### src/rtl/edo_pkg.sv
package edo_pkg;

    typedef enum logic [3:0] {
        S_IDLE,   // row closed, precharge satisfied
        S_ACT,    // RAS low, waiting row-to-column delay
        S_COL,    // column address and direction set up
        S_CASLO,  // CAS pulse in progress
        S_CASHI,  // CAS high, page cycle not yet complete
        S_OPEN,   // row open, ready for a hit
        S_PRE,    // RAS high, precharge in progress
        S_REF     // pins handed to the refresh scheduler
    } edo_state_e;

endpackage

### src/rtl/edo_phase_cnt.sv
module edo_phase_cnt #(
    parameter int W = 4
) (
    input  logic         clk,
    input  logic         rst_n,
    input  logic         load,
    input  logic [W-1:0] val,
    output logic         zero
);
    logic [W-1:0] cnt_d, cnt_q;

    always_comb begin
        cnt_d = cnt_q;
        if (load)
            cnt_d = val;
        else if (cnt_q != '0)
            cnt_d = cnt_q - W'(1);
    end

    always_ff @(posedge clk) begin
        if (!rst_n) cnt_q <= '0;
        else        cnt_q <= cnt_d;
    end

    assign zero = (cnt_q == '0);
endmodule

### src/rtl/edo_row_track.sv
module edo_row_track #(
    parameter int ROW_W = 9
) (
    input  logic             clk,
    input  logic             rst_n,
    input  logic             open_i,
    input  logic             close_i,
    input  logic [ROW_W-1:0] row_i,
    input  logic [ROW_W-1:0] cmp_i,
    output logic             hit_o
);
    logic             valid_d, valid_q;
    logic [ROW_W-1:0] row_d, row_q;

    always_comb begin
        valid_d = valid_q;
        row_d   = row_q;
        if (close_i) valid_d = 1'b0;
        if (open_i) begin
            valid_d = 1'b1;
            row_d   = row_i;
        end
    end

    always_ff @(posedge clk) begin
        if (!rst_n) begin
            valid_q <= 1'b0;
            row_q   <= '0;
        end else begin
            valid_q <= valid_d;
            row_q   <= row_d;
        end
    end

    assign hit_o = valid_q && (row_q == cmp_i);
endmodule

### src/rtl/edo_lane_map.sv
module edo_lane_map #(
    parameter int LANES  = 2,
    parameter int LANE_W = 8
) (
    input  logic [LANES-1:0]        be_i,
    output logic [LANES-1:0]        cas_n_o,
    output logic [LANES*LANE_W-1:0] mask_o
);
    for (genvar g = 0; g < LANES; g++) begin : g_lane
        assign cas_n_o[g]                  = ~be_i[g];
        assign mask_o[g*LANE_W +: LANE_W]  = {LANE_W{be_i[g]}};
    end
endmodule

### src/rtl/edo_page_ctrl.sv
module edo_page_ctrl
    import edo_pkg::*;
#(
    parameter int ROW_W  = 9,
    parameter int COL_W  = 9,
    parameter int LANES  = 2,
    parameter int LANE_W = 8,
    parameter int T_RCD  = 2,
    parameter int T_CAS  = 2,
    parameter int T_RP   = 3,
    parameter int T_PC   = 4
) (
    input  logic                            clk,
    input  logic                            rst_n,
    input  logic                            req_valid,
    output logic                            req_ready,
    input  logic                            req_write,
    input  logic [ROW_W+COL_W-1:0]          req_addr,
    input  logic [LANES-1:0]                req_be,
    input  logic [LANES*LANE_W-1:0]         req_wdata,
    output logic                            rvalid,
    output logic [LANES*LANE_W-1:0]         rdata,
    input  logic                            ref_req,
    output logic                            ref_gnt,
    output logic [(ROW_W>COL_W?ROW_W:COL_W)-1:0] dram_addr,
    output logic                            dram_ras_n,
    output logic [LANES-1:0]                dram_cas_n,
    output logic                            dram_we_n,
    output logic                            dram_oe_n,
    output logic [LANES*LANE_W-1:0]         dram_dq_out,
    output logic                            dram_dq_oe,
    input  logic [LANES*LANE_W-1:0]         dram_dq_in
);
    localparam int ADDR_W = ROW_W + COL_W;
    localparam int DQ_W   = LANES * LANE_W;
    localparam int MA_W   = (ROW_W > COL_W) ? ROW_W : COL_W;
    localparam int TM_A   = (T_RCD > T_CAS) ? T_RCD : T_CAS;
    localparam int TM_B   = (T_RP > T_PC) ? T_RP : T_PC;
    localparam int TMAX   = (TM_A > TM_B) ? TM_A : TM_B;
    localparam int CW     = $clog2(TMAX + 1);

    typedef struct packed {
        edo_state_e       st;
        logic             ras_n;
        logic [LANES-1:0] cas_n;
        logic             we_n;
        logic             oe_n;
        logic             dq_oe;
        logic [MA_W-1:0]  ma;
        logic [DQ_W-1:0]  dq_out;
        logic             rvalid;
        logic [DQ_W-1:0]  rdata;
        logic             gnt;
        logic             wr;
        logic [LANES-1:0] be;
        logic [COL_W-1:0] col;
        logic [DQ_W-1:0]  wdata;
    } ctl_t;

    ctl_t s_d, s_q;

    logic [ROW_W-1:0] req_row;
    logic [COL_W-1:0] req_col;
    assign req_row = req_addr[ADDR_W-1 -: ROW_W];
    assign req_col = req_addr[COL_W-1:0];

    // timing counters
    logic          ph_load, ph_zero, pc_load, pc_zero;
    logic [CW-1:0] ph_val, pc_val;

    edo_phase_cnt #(.W(CW)) u_phase (
        .clk(clk), .rst_n(rst_n), .load(ph_load), .val(ph_val), .zero(ph_zero)
    );
    edo_phase_cnt #(.W(CW)) u_page (
        .clk(clk), .rst_n(rst_n), .load(pc_load), .val(pc_val), .zero(pc_zero)
    );

    // open-row tracking
    logic trk_open, trk_close, trk_hit;
    edo_row_track #(.ROW_W(ROW_W)) u_row (
        .clk(clk), .rst_n(rst_n), .open_i(trk_open), .close_i(trk_close),
        .row_i(req_row), .cmp_i(req_row), .hit_o(trk_hit)
    );

    // byte lanes
    logic [LANES-1:0] lane_cas_n;
    logic [DQ_W-1:0]  lane_mask;
    edo_lane_map #(.LANES(LANES), .LANE_W(LANE_W)) u_lane (
        .be_i(s_q.be), .cas_n_o(lane_cas_n), .mask_o(lane_mask)
    );

    always_comb begin
        s_d        = s_q;
        s_d.rvalid = 1'b0;
        ph_load    = 1'b0;
        ph_val     = '0;
        pc_load    = 1'b0;
        pc_val     = '0;
        trk_open   = 1'b0;
        trk_close  = 1'b0;
        req_ready  = 1'b0;
        case (s_q.st)
            S_IDLE: begin
                if (ref_req) begin
                    s_d.st  = S_REF;
                    s_d.gnt = 1'b1;
                end else begin
                    req_ready = 1'b1;
                    if (req_valid) begin
                        s_d.st    = S_ACT;
                        s_d.ras_n = 1'b0;
                        s_d.ma    = MA_W'(req_row);
                        s_d.wr    = req_write;
                        s_d.be    = req_be;
                        s_d.col   = req_col;
                        s_d.wdata = req_wdata;
                        ph_load   = 1'b1;
                        ph_val    = CW'(T_RCD - 1);
                        trk_open  = 1'b1;
                    end
                end
            end
            S_ACT: begin
                if (ph_zero) begin
                    s_d.st     = S_COL;
                    s_d.ma     = MA_W'(s_q.col);
                    s_d.we_n   = ~s_q.wr;
                    s_d.oe_n   = s_q.wr;
                    s_d.dq_oe  = s_q.wr;
                    s_d.dq_out = s_q.wdata;
                end
            end
            S_COL: begin
                s_d.st    = S_CASLO;
                s_d.cas_n = lane_cas_n;
                ph_load   = 1'b1;
                ph_val    = CW'(T_CAS - 1);
                pc_load   = 1'b1;
                pc_val    = CW'(T_PC - 1);
            end
            S_CASLO: begin
                if (ph_zero) begin
                    s_d.st    = S_CASHI;
                    s_d.cas_n = '1;
                    s_d.we_n  = 1'b1;
                    s_d.dq_oe = 1'b0;
                    if (!s_q.wr) begin
                        // EDO output still valid as CAS rises
                        s_d.rvalid = 1'b1;
                        s_d.rdata  = dram_dq_in & lane_mask;
                    end
                end
            end
            S_CASHI: begin
                if (pc_zero) begin
                    s_d.st   = S_OPEN;
                    s_d.oe_n = 1'b1;
                end
            end
            S_OPEN: begin
                if (ref_req || (req_valid && !trk_hit)) begin
                    s_d.st    = S_PRE;
                    s_d.ras_n = 1'b1;
                    ph_load   = 1'b1;
                    ph_val    = CW'(T_RP - 1);
                    trk_close = 1'b1;
                end else begin
                    req_ready = 1'b1;
                    if (req_valid) begin
                        s_d.st     = S_COL;
                        s_d.wr     = req_write;
                        s_d.be     = req_be;
                        s_d.col    = req_col;
                        s_d.wdata  = req_wdata;
                        s_d.ma     = MA_W'(req_col);
                        s_d.we_n   = ~req_write;
                        s_d.oe_n   = req_write;
                        s_d.dq_oe  = req_write;
                        s_d.dq_out = req_wdata;
                    end
                end
            end
            S_PRE: begin
                if (ph_zero) s_d.st = S_IDLE;
            end
            S_REF: begin
                if (!ref_req) begin
                    s_d.st  = S_PRE;
                    s_d.gnt = 1'b0;
                    ph_load = 1'b1;
                    ph_val  = CW'(T_RP - 1);
                end
            end
            default: s_d.st = S_IDLE;
        endcase
    end

    always_ff @(posedge clk) begin
        if (!rst_n) begin
            s_q       <= '0;
            s_q.ras_n <= 1'b1;
            s_q.cas_n <= '1;
            s_q.we_n  <= 1'b1;
            s_q.oe_n  <= 1'b1;
        end else begin
            s_q <= s_d;
        end
    end

    assign dram_addr   = s_q.ma;
    assign dram_ras_n  = s_q.ras_n;
    assign dram_cas_n  = s_q.cas_n;
    assign dram_we_n   = s_q.we_n;
    assign dram_oe_n   = s_q.oe_n;
    assign dram_dq_out = s_q.dq_out;
    assign dram_dq_oe  = s_q.dq_oe;
    assign rvalid      = s_q.rvalid;
    assign rdata       = s_q.rdata;
    assign ref_gnt     = s_q.gnt;

    // ---------------- assertions ----------------
    initial begin
        assert (T_RCD >= 1 && T_CAS >= 1 && T_RP >= 1);
        assert (T_PC > T_CAS);
    end

    logic [7:0] ras_hi_cnt, cas_lo_cnt;
    always_ff @(posedge clk) begin
        if (!rst_n) begin
            ras_hi_cnt <= 8'hFF;
            cas_lo_cnt <= '0;
        end else begin
            if (!dram_ras_n)               ras_hi_cnt <= '0;
            else if (ras_hi_cnt != 8'hFF)  ras_hi_cnt <= ras_hi_cnt + 8'd1;
            if (dram_cas_n == '1)          cas_lo_cnt <= '0;
            else if (cas_lo_cnt != 8'hFF)  cas_lo_cnt <= cas_lo_cnt + 8'd1;
        end
    end

    assert_precharge_R4: assert property (@(posedge clk) disable iff (!rst_n)
        $fell(dram_ras_n) |-> ras_hi_cnt >= 8'(T_RP));

    assert_row_close_idle_R4: assert property (@(posedge clk) disable iff (!rst_n)
        $rose(dram_ras_n) |-> ($past(dram_cas_n) == '1) && (dram_cas_n == '1));

    assert_cas_within_ras_R5: assert property (@(posedge clk) disable iff (!rst_n)
        (dram_cas_n != '1) |-> !dram_ras_n);

    assert_cas_width_R5: assert property (@(posedge clk) disable iff (!rst_n)
        ((dram_cas_n == '1) && ($past(dram_cas_n) != '1)) |-> cas_lo_cnt == 8'(T_CAS));

    assert_rvalid_pulse_R6: assert property (@(posedge clk) disable iff (!rst_n)
        rvalid |=> !rvalid);

    assert_no_contention_R7: assert property (@(posedge clk) disable iff (!rst_n)
        !(dram_dq_oe && !dram_oe_n));

    assert_bus_turn_R7: assert property (@(posedge clk) disable iff (!rst_n)
        $rose(dram_dq_oe) |-> dram_oe_n && $past(dram_oe_n));

    assert_grant_idle_R8: assert property (@(posedge clk) disable iff (!rst_n)
        ref_gnt |-> dram_ras_n && (dram_cas_n == '1) && !req_ready);
endmodule

### config.mk
export PLATFORM = sky130hd
export DESIGN_NAME = edo_page_ctrl
export DESIGN_NICKNAME = d
export VERILOG_FILES = /design/src/rtl/edo_pkg.sv /design/src/rtl/edo_phase_cnt.sv /design/src/rtl/edo_row_track.sv /design/src/rtl/edo_lane_map.sv /design/src/rtl/edo_page_ctrl.sv
export SDC_FILE = /design/constraint.sdc
export NUM_CORES = 1
export LEC_CHECK = 0
export BUFFER_PORTS_ARGS = -buffer_cell sky130_fd_sc_hd__buf_2
export CORE_ASPECT_RATIO = 1.1
export CORE_MARGIN = 5
export CORE_UTILIZATION = 50
export DETAILED_ROUTE_END_ITERATION = 8
export GPL_ROUTABILITY_DRIVEN = 1
export GPL_TIMING_DRIVEN = 1
export PLACE_DENSITY = 0.74
export REMOVE_ABC_BUFFERS = 1
export SYNTH_ARGS = -nofsm -noshare
export SYNTH_HDL_FRONTEND = slang
export SYNTH_SLANG_ARGS = --single-unit
export TNS_END_PERCENT = 20
### constraint.sdc
create_clock -name clk -period 3.5 [get_ports clk]
set_clock_uncertainty 0.2 [all_clocks]
set_input_delay 1.05 -clock clk [delete_from_list [all_inputs] [get_ports clk]]
set_output_delay 1.05 -clock clk [all_outputs]
set_load 0.01 [all_outputs]
Word-level counts from Yosys, hierarchy flattened
Cells that the tools add are included.

Bitwise gates (word level): 5. Add/sub/neg operators: 2. Equal/unequal tests: 21. Reduce and logical (&&, ||, !) cells: 30. Multiplexer cells: 57.

Operators by type and width (number): 2-to-1 mux 28 bit (6); one-hot mux 28 bit (2 select lines) (1); 2-to-1 mux 4 bit (8); one-hot mux 16 bit (2 select lines) (1); one-hot mux 4 bit (8 select lines) (1); one-hot mux 9 bit (3 select lines) (1); inequality test 2 bit, second input constant (11); 2-to-1 mux 1 bit (18); 2-to-1 mux 9 bit (2); 2-to-1 mux 17 bit (1); AND 16 bit (1); == test 4 x 3 -> 1 bit, second input constant (4); 2-to-1 mux 3 bit (5); nonzero test 3 bit (5); nonzero test 2 bit (7); AND reduction 3 bit (4); AND reduction 5 bit (2); == test 9 bit (1); one-hot mux 1 bit (3 select lines) (3); == test 4 x 2 -> 1 bit, second input constant (2); one-hot mux 2 bit (4 select lines) (1); AND reduction 4 bit (2); AND reduction 7 bit (1); zero test 3 bit (2); 15 further kinds (25).

Logic and storage cells: 134. Bits in registers: 97. Output and inout port bits: 50. Bits of input ports: 57.

Depth between registers and ports, before layout
Word-level depth: 9. Depth in mapped cells: 9. Mapped depth without buffers: 8.

Modules after synthesis
Synthesis repeated with hierarchy kept, for this count alone.

Cell total of the unflattened synthesis: 538. Area total of the unflattened synthesis: 4888.4 um^2.

By module, submodules not included: edo_page_ctrl (times used 1, area an instance 3873.7 um^2, cells an instance 432, seq. area each 1601.5 um^2); edo_row_track (times used 1, area an instance 476.7 um^2, cells an instance 44, seq. area each 200.2 um^2); edo_phase_cnt (times used 2, area an instance 205.2 um^2, cells an instance 22, seq. area each 60.1 um^2); edo_lane_map (times used 1, area an instance 127.6 um^2, cells an instance 18, seq. area each 0.0 um^2).

Worst setup path before layout
No wires, ideal clock.

Path kind: input to output. Start point: input req_addr[9]. End point: output req_ready. Data required time: 2250 ps. Setup slack: 103 ps. Path buffers: 0. Data arrival time: 2147 ps. Cell stages on the path: 5. Path through: xnor2_1 nand4_1 nor4_2 nor2_1 o21ai_0.

Word-level cells in the longest chain between the ends: 7.

RTL lines: from (decl) (RTL line edo_page_ctrl.sv:18) `input logic [ROW_W+COL_W-1:0] req_addr,`; == test 9 bit (RTL line edo_row_track.sv:35) `assign hit_o = valid_q && (row_q == cmp_i);`; logical AND 1 bit (RTL line edo_row_track.sv:35); zero test 1 bit (RTL line edo_page_ctrl.sv:161) `if (ref_req || (req_valid && !trk_hit)) begin`; logical AND 1 bit (RTL line edo_page_ctrl.sv:161); logical OR 1 bit (RTL line edo_page_ctrl.sv:161); 2-to-1 mux 1 bit (RTL line edo_page_ctrl.sv:161); one-hot mux 1 bit (2 select lines) (RTL line edo_page_ctrl.sv:102) `case (s_q.st)`; to (decl) (RTL line edo_page_ctrl.sv:16) `output logic req_ready,`.

Every way passes these cells.

Worst setup path after layout
Start point: input req_addr[11]. End point: output req_ready.

The elaborated chain is that of the path after synthesis.

==> metrics.md <==
| Metric | Value |
|---|---|
| Status | `complete, no violations` |
| CP arrival | `2.16 ns` |
| Switching share of power | `0.347` |
| FFs w/ async S/R, synth | `0` |
| Fin. max-slew vios | `0` |
| Fin nets | `673` |
| Internal power | `about 2.3 mW` |
| Place WS | `-0.0834 ns` |
| Vias | `approximately 4000` |
| Final worst slack | `around 0.085 ns` |
| DP HPWL | `7400 µm` |
| Synth Flop Type | `dfxtp_1` |
| Yosys warning count | `0` |
| Clock buffer depth | `2` |
| Placed Cells | `between 700 and 800` |
| Wire per inst | `roughly 14 µm` |
| Number of buffers created by CTS | `9` |
| Critical path class | `in2out` |
| R2R cell count | `7` |
| Crit path capture type | `output pin` |
| Worst path required time | `2.25 ns` |
| Pwr Density | `~640 mW/mm²` |
| Worst vdd ir | `approximately 270 µV` |
| # clock sinks | `between 90 and 100` |
| NetSw | `1.23 mW` |
| DR vias/cell | `about 5.3` |
| Layout cells sized above 1 | `0.272` |
| Final min period | `approximately 3.4 ns` |
| H-tree Lvls | `3` |
| Endpoints failing hold | `0` |
| Diodes inserted | `0` |
| R2R Setup Slk | `0.88 ns` |
| Xor and xnor area share after synthesis | `0.0197` |
| Die ar. | `0.0118 mm²` |
| Total core area | `0.00944 mm²` |
| Fin Hold WS | `approximately 0.26 ns` |
| Cell area after synthesis | `0.00488 mm²` |
| Post-synth EDFFs | `0` |
| Starting Density | `0.517` |
| CP startpoint kind | `primary input` |
| Tightest Pin Transition | `1.08 ns` |
| First-pass GRT wire length | `17800 µm` |
| Number of iterations in the first detailed-routing pass | `4` |
| Complex-gate fraction of the synthesized area | `0.115` |
| Finished Layout Cells | `around 730` |
| Setup Viol. Count Final | `0` |
| Worst reg2reg startpoint | `s_q[78]$_SDFFE_PN0P_` |
| Gr usage total | `0.179` |
| Max_cap viols | `0` |
| Clock group share of total power | `0.255` |
| Hold bufs inserted after CTS | `0` |
| Critical path buffers and inverters | `2` |
| TritonCTS clock tree | `yes` |
| Synthesis-stage register bit count | `96` |
| Critical path fanouts, max | `3` |
| Row cnt | `37` |
| Mapped Cells | `~560` |
| Seq pwr share | `0.375` |
| Worst skew pair latency | `around 0.37 ns` |
| CP delay by family, top | `simple AND/OR/NAND/NOR gates` |
| Gate power share | `0.370` |
| Hold Crit Class | `reg2reg` |
| GP Congestion | `0.867` |
| Seq/Total Area, Yosys | `0.394` |
| Crit-path max cell delay | `around 0.28 ns` |
| Unrepaired setup endpoints after global routing | `yes` |
| Initial antenna violation count | `0` |
| Die X-Extent | `between 100 and 150 µm` |
| Tot Pwr | `~3.5 mW` |
| Hold depth | `2` |
| Vias in the first global route | `roughly 3800` |
| Final Cycle Share | `0.976` |
| Worst Hold End | `s_q[12]$_SDFFE_PN0P_` |
| Port Buf Inserts | `106` |
| DRC Markers | `0` |
| Post-Synth Simple-Gate Area | `0.179` |
| Crit path depth | `7` |
| I/O Pins | `107` |
| Die height | `~110 µm` |
| Largest family of logic cells by synthesized area | `simple AND/OR/NAND/NOR gates` |
| Largest net degree at the start of global routing | `between 90 and 100` |
| Clock-pin slew on the worst setup and hold paths | `about 0.090 ns` |
| Root Driver | `clkbuf_8` |
| CP max-delay cell | `nor4_4` |
| Synthesized area per cell | `between 8 and 9 µm²` |
| Gr ovfl total | `0` |
| DR iter-0 viols | `130` |
| Post-Route WL | `roughly 11000 µm` |
| Detail Route Antenna Nets | `0` |
| Fmax | `0.293 GHz` |
| Slew HR | `0.281` |
| Crit path cell chain | `buf_8, xnor2_2, nand4_1, nor4_4, nor2_1, o21ai_1, buf_2` |
| Post-Synth Adder-Cell Area | `0.0103` |
| Mux cell area share after synthesis | `0.173` |
| Yosys cell types | `between 40 and 50` |
| R2r endpoint | `dram_addr[0]$_SDFFE_PN0P_` |
| P&R area growth vs syn | `12.7%` |
| Lkg Pwr | `around 2.6 nW` |
| HP Start | `s_q[12]$_SDFFE_PN0P_` |
==> layout make-up <==
| type | instances | area (µm²) |
|---|---|---|
| clock buffers | 10 | 138 |
| clock inverters | 6 | 115 |
| fillers | 856 | 3940 |
| inverters | 9 | 33.8 |
| multi-input cells | 372 | 2460 |
| flip-flops and latches | 96 | 1920 |
| well taps | 117 | 146 |
| repair buffers | 124 | 691 |
==> Yosys cell counts (8+ instances only) <==
cell,number,area (µm²)
nand2_1,136,510
dfxtp_1,96,1920
mux2i_1,64,641
buf_4,44,330
clkbuf_1,26,97.6
a22o_1,19,166
nor2_1,18,67.6
mux2_2,16,180
a21oi_1,12,60.1
o21ai_0,12,60.1
o211ai_1,11,82.6
xnor2_1,11,96.3
a21boi_0,10,75.1
inv_1,9,33.8
buf_2,8,40.0
==> routing by layer <==
layer,share of wire,vias to the layer above,global-route usage
met2,0.51,75,0.316
met1,0.43,1846,0.205
met3,0.044,20,0.0441
li1,-,1957,-
met5,0,-,0
met4,0.021,0,0.0769
==> cell families after synthesis <==
family                   Yosys count
flip-flops                        96
AO/OA/AOI/OAI                     79
adder cells (fa/ha/maj)            4
multiplexers                      81
AND/OR/NAND/NOR                  197
XOR/XNOR                          11
buffers and inverters             91
==> worst max path at each step <==
| stage | startpoint | end |
|---|---|---|
| after global routing | req_addr[10] | req_ready |
| final | req_addr[11] | req_ready |
| after floorplan | req_addr[9] | req_ready |
| after global placement | req_addr[17] | req_ready |
| after detailed placement | req_addr[17] | req_ready |
| after CTS | req_addr[17] | req_ready |
==> power by group through the flow <==
| stage | logic, mW | clock network [mW] | registers [mW] |
|---|---|---|---|
| after CTS | 1.31 | 0.923 | 1.33 |
| after detailed placement | 1.31 | 0 | 1.35 |
| final | 1.31 | 0.904 | 1.33 |
| after global placement | 1.27 | 0 | 1.34 |
| after global routing | 1.46 | 0.969 | 1.35 |
| after floorplan | 0.826 | 0 | 1.43 |
==> through the flow <==
step / util / TNS (ns) / instance area (µm²)
floorplan: - / 0 / 4380
global placement: 0.549 / -0.0685 / 5190
detailed placement: 0.549 / -0.0834 / 5190
CTS: 0.578 / 0 / 5450
global route: 0.583 / -0.00505 / 5500
finish: 0.583 / 0 / 5500
==> worst reg2reg max path: stages, from the launching register on <==
cell,delay (ns)
dfxtp_1,0.32
buf_4,0.21
and2b_1,0.20
buf_4,0.21
nand3_1,0.19
nor4_4,0.08
a211oi_2,0.89
mux2i_1,0.27
==> flip-flops by register name, indices dropped and copies added (netlist names) <==
name and cells:
s_q 31, dram_dq_out 16, rdata 16, dram_addr 9, u_row.row_q 9, u_page.cnt_q 3
u_phase.cnt_q 3, dram_cas_n 2, dram_dq_oe 1, dram_oe_n 1, dram_ras_n 1, dram_we_n 1
ref_gnt 1, rvalid 1, u_row.valid_q 1
==> layout by cell type, fill, tap and decap left out, types with 2 or more instances in the layout <==
cell type | synthesis | final
o22ai_1 | 2 | 2
and3_1 | 6 | 6
xnor2_2 | 0 | 3
dfxtp_1 | 96 | 96
ha_1 | 4 | 4
mux2i_1 | 64 | 64
nand4_1 | 4 | 4
o21ai_0 | 12 | 11
clkbuf_8 | 0 | 10
nor4_4 | 1 | 2
a21boi_0 | 10 | 10
buf_2 | 8 | 104
inv_1 | 9 | 9
bufinv_16 | 0 | 3
mux2_2 | 16 | 16
nor3_1 | 6 | 6
a22o_1 | 19 | 19
nand2_1 | 136 | 136
nor2b_1 | 4 | 4
nor2_1 | 18 | 18
buf_4 | 44 | 18
xnor2_1 | 11 | 8
and2_1 | 4 | 4
nand3_1 | 4 | 4
o211ai_1 | 11 | 11
nand3b_1 | 2 | 2
a21oi_1 | 12 | 12
o21a_1 | 2 | 2
nand2b_1 | 5 | 5
a31oi_1 | 2 | 2
a211oi_1 | 3 | 2
==> what timing repair did <==
| action | CTS | global route |
|---|---|---|
| resized for setup | 0 | 8 |
| pin swaps | 2 | 6 |
| endpoints found under the setup margin | 1 | 1 |
| setup buffers | 2 | 1 |
No activity file was read; power rests on OpenSTA's default activity.
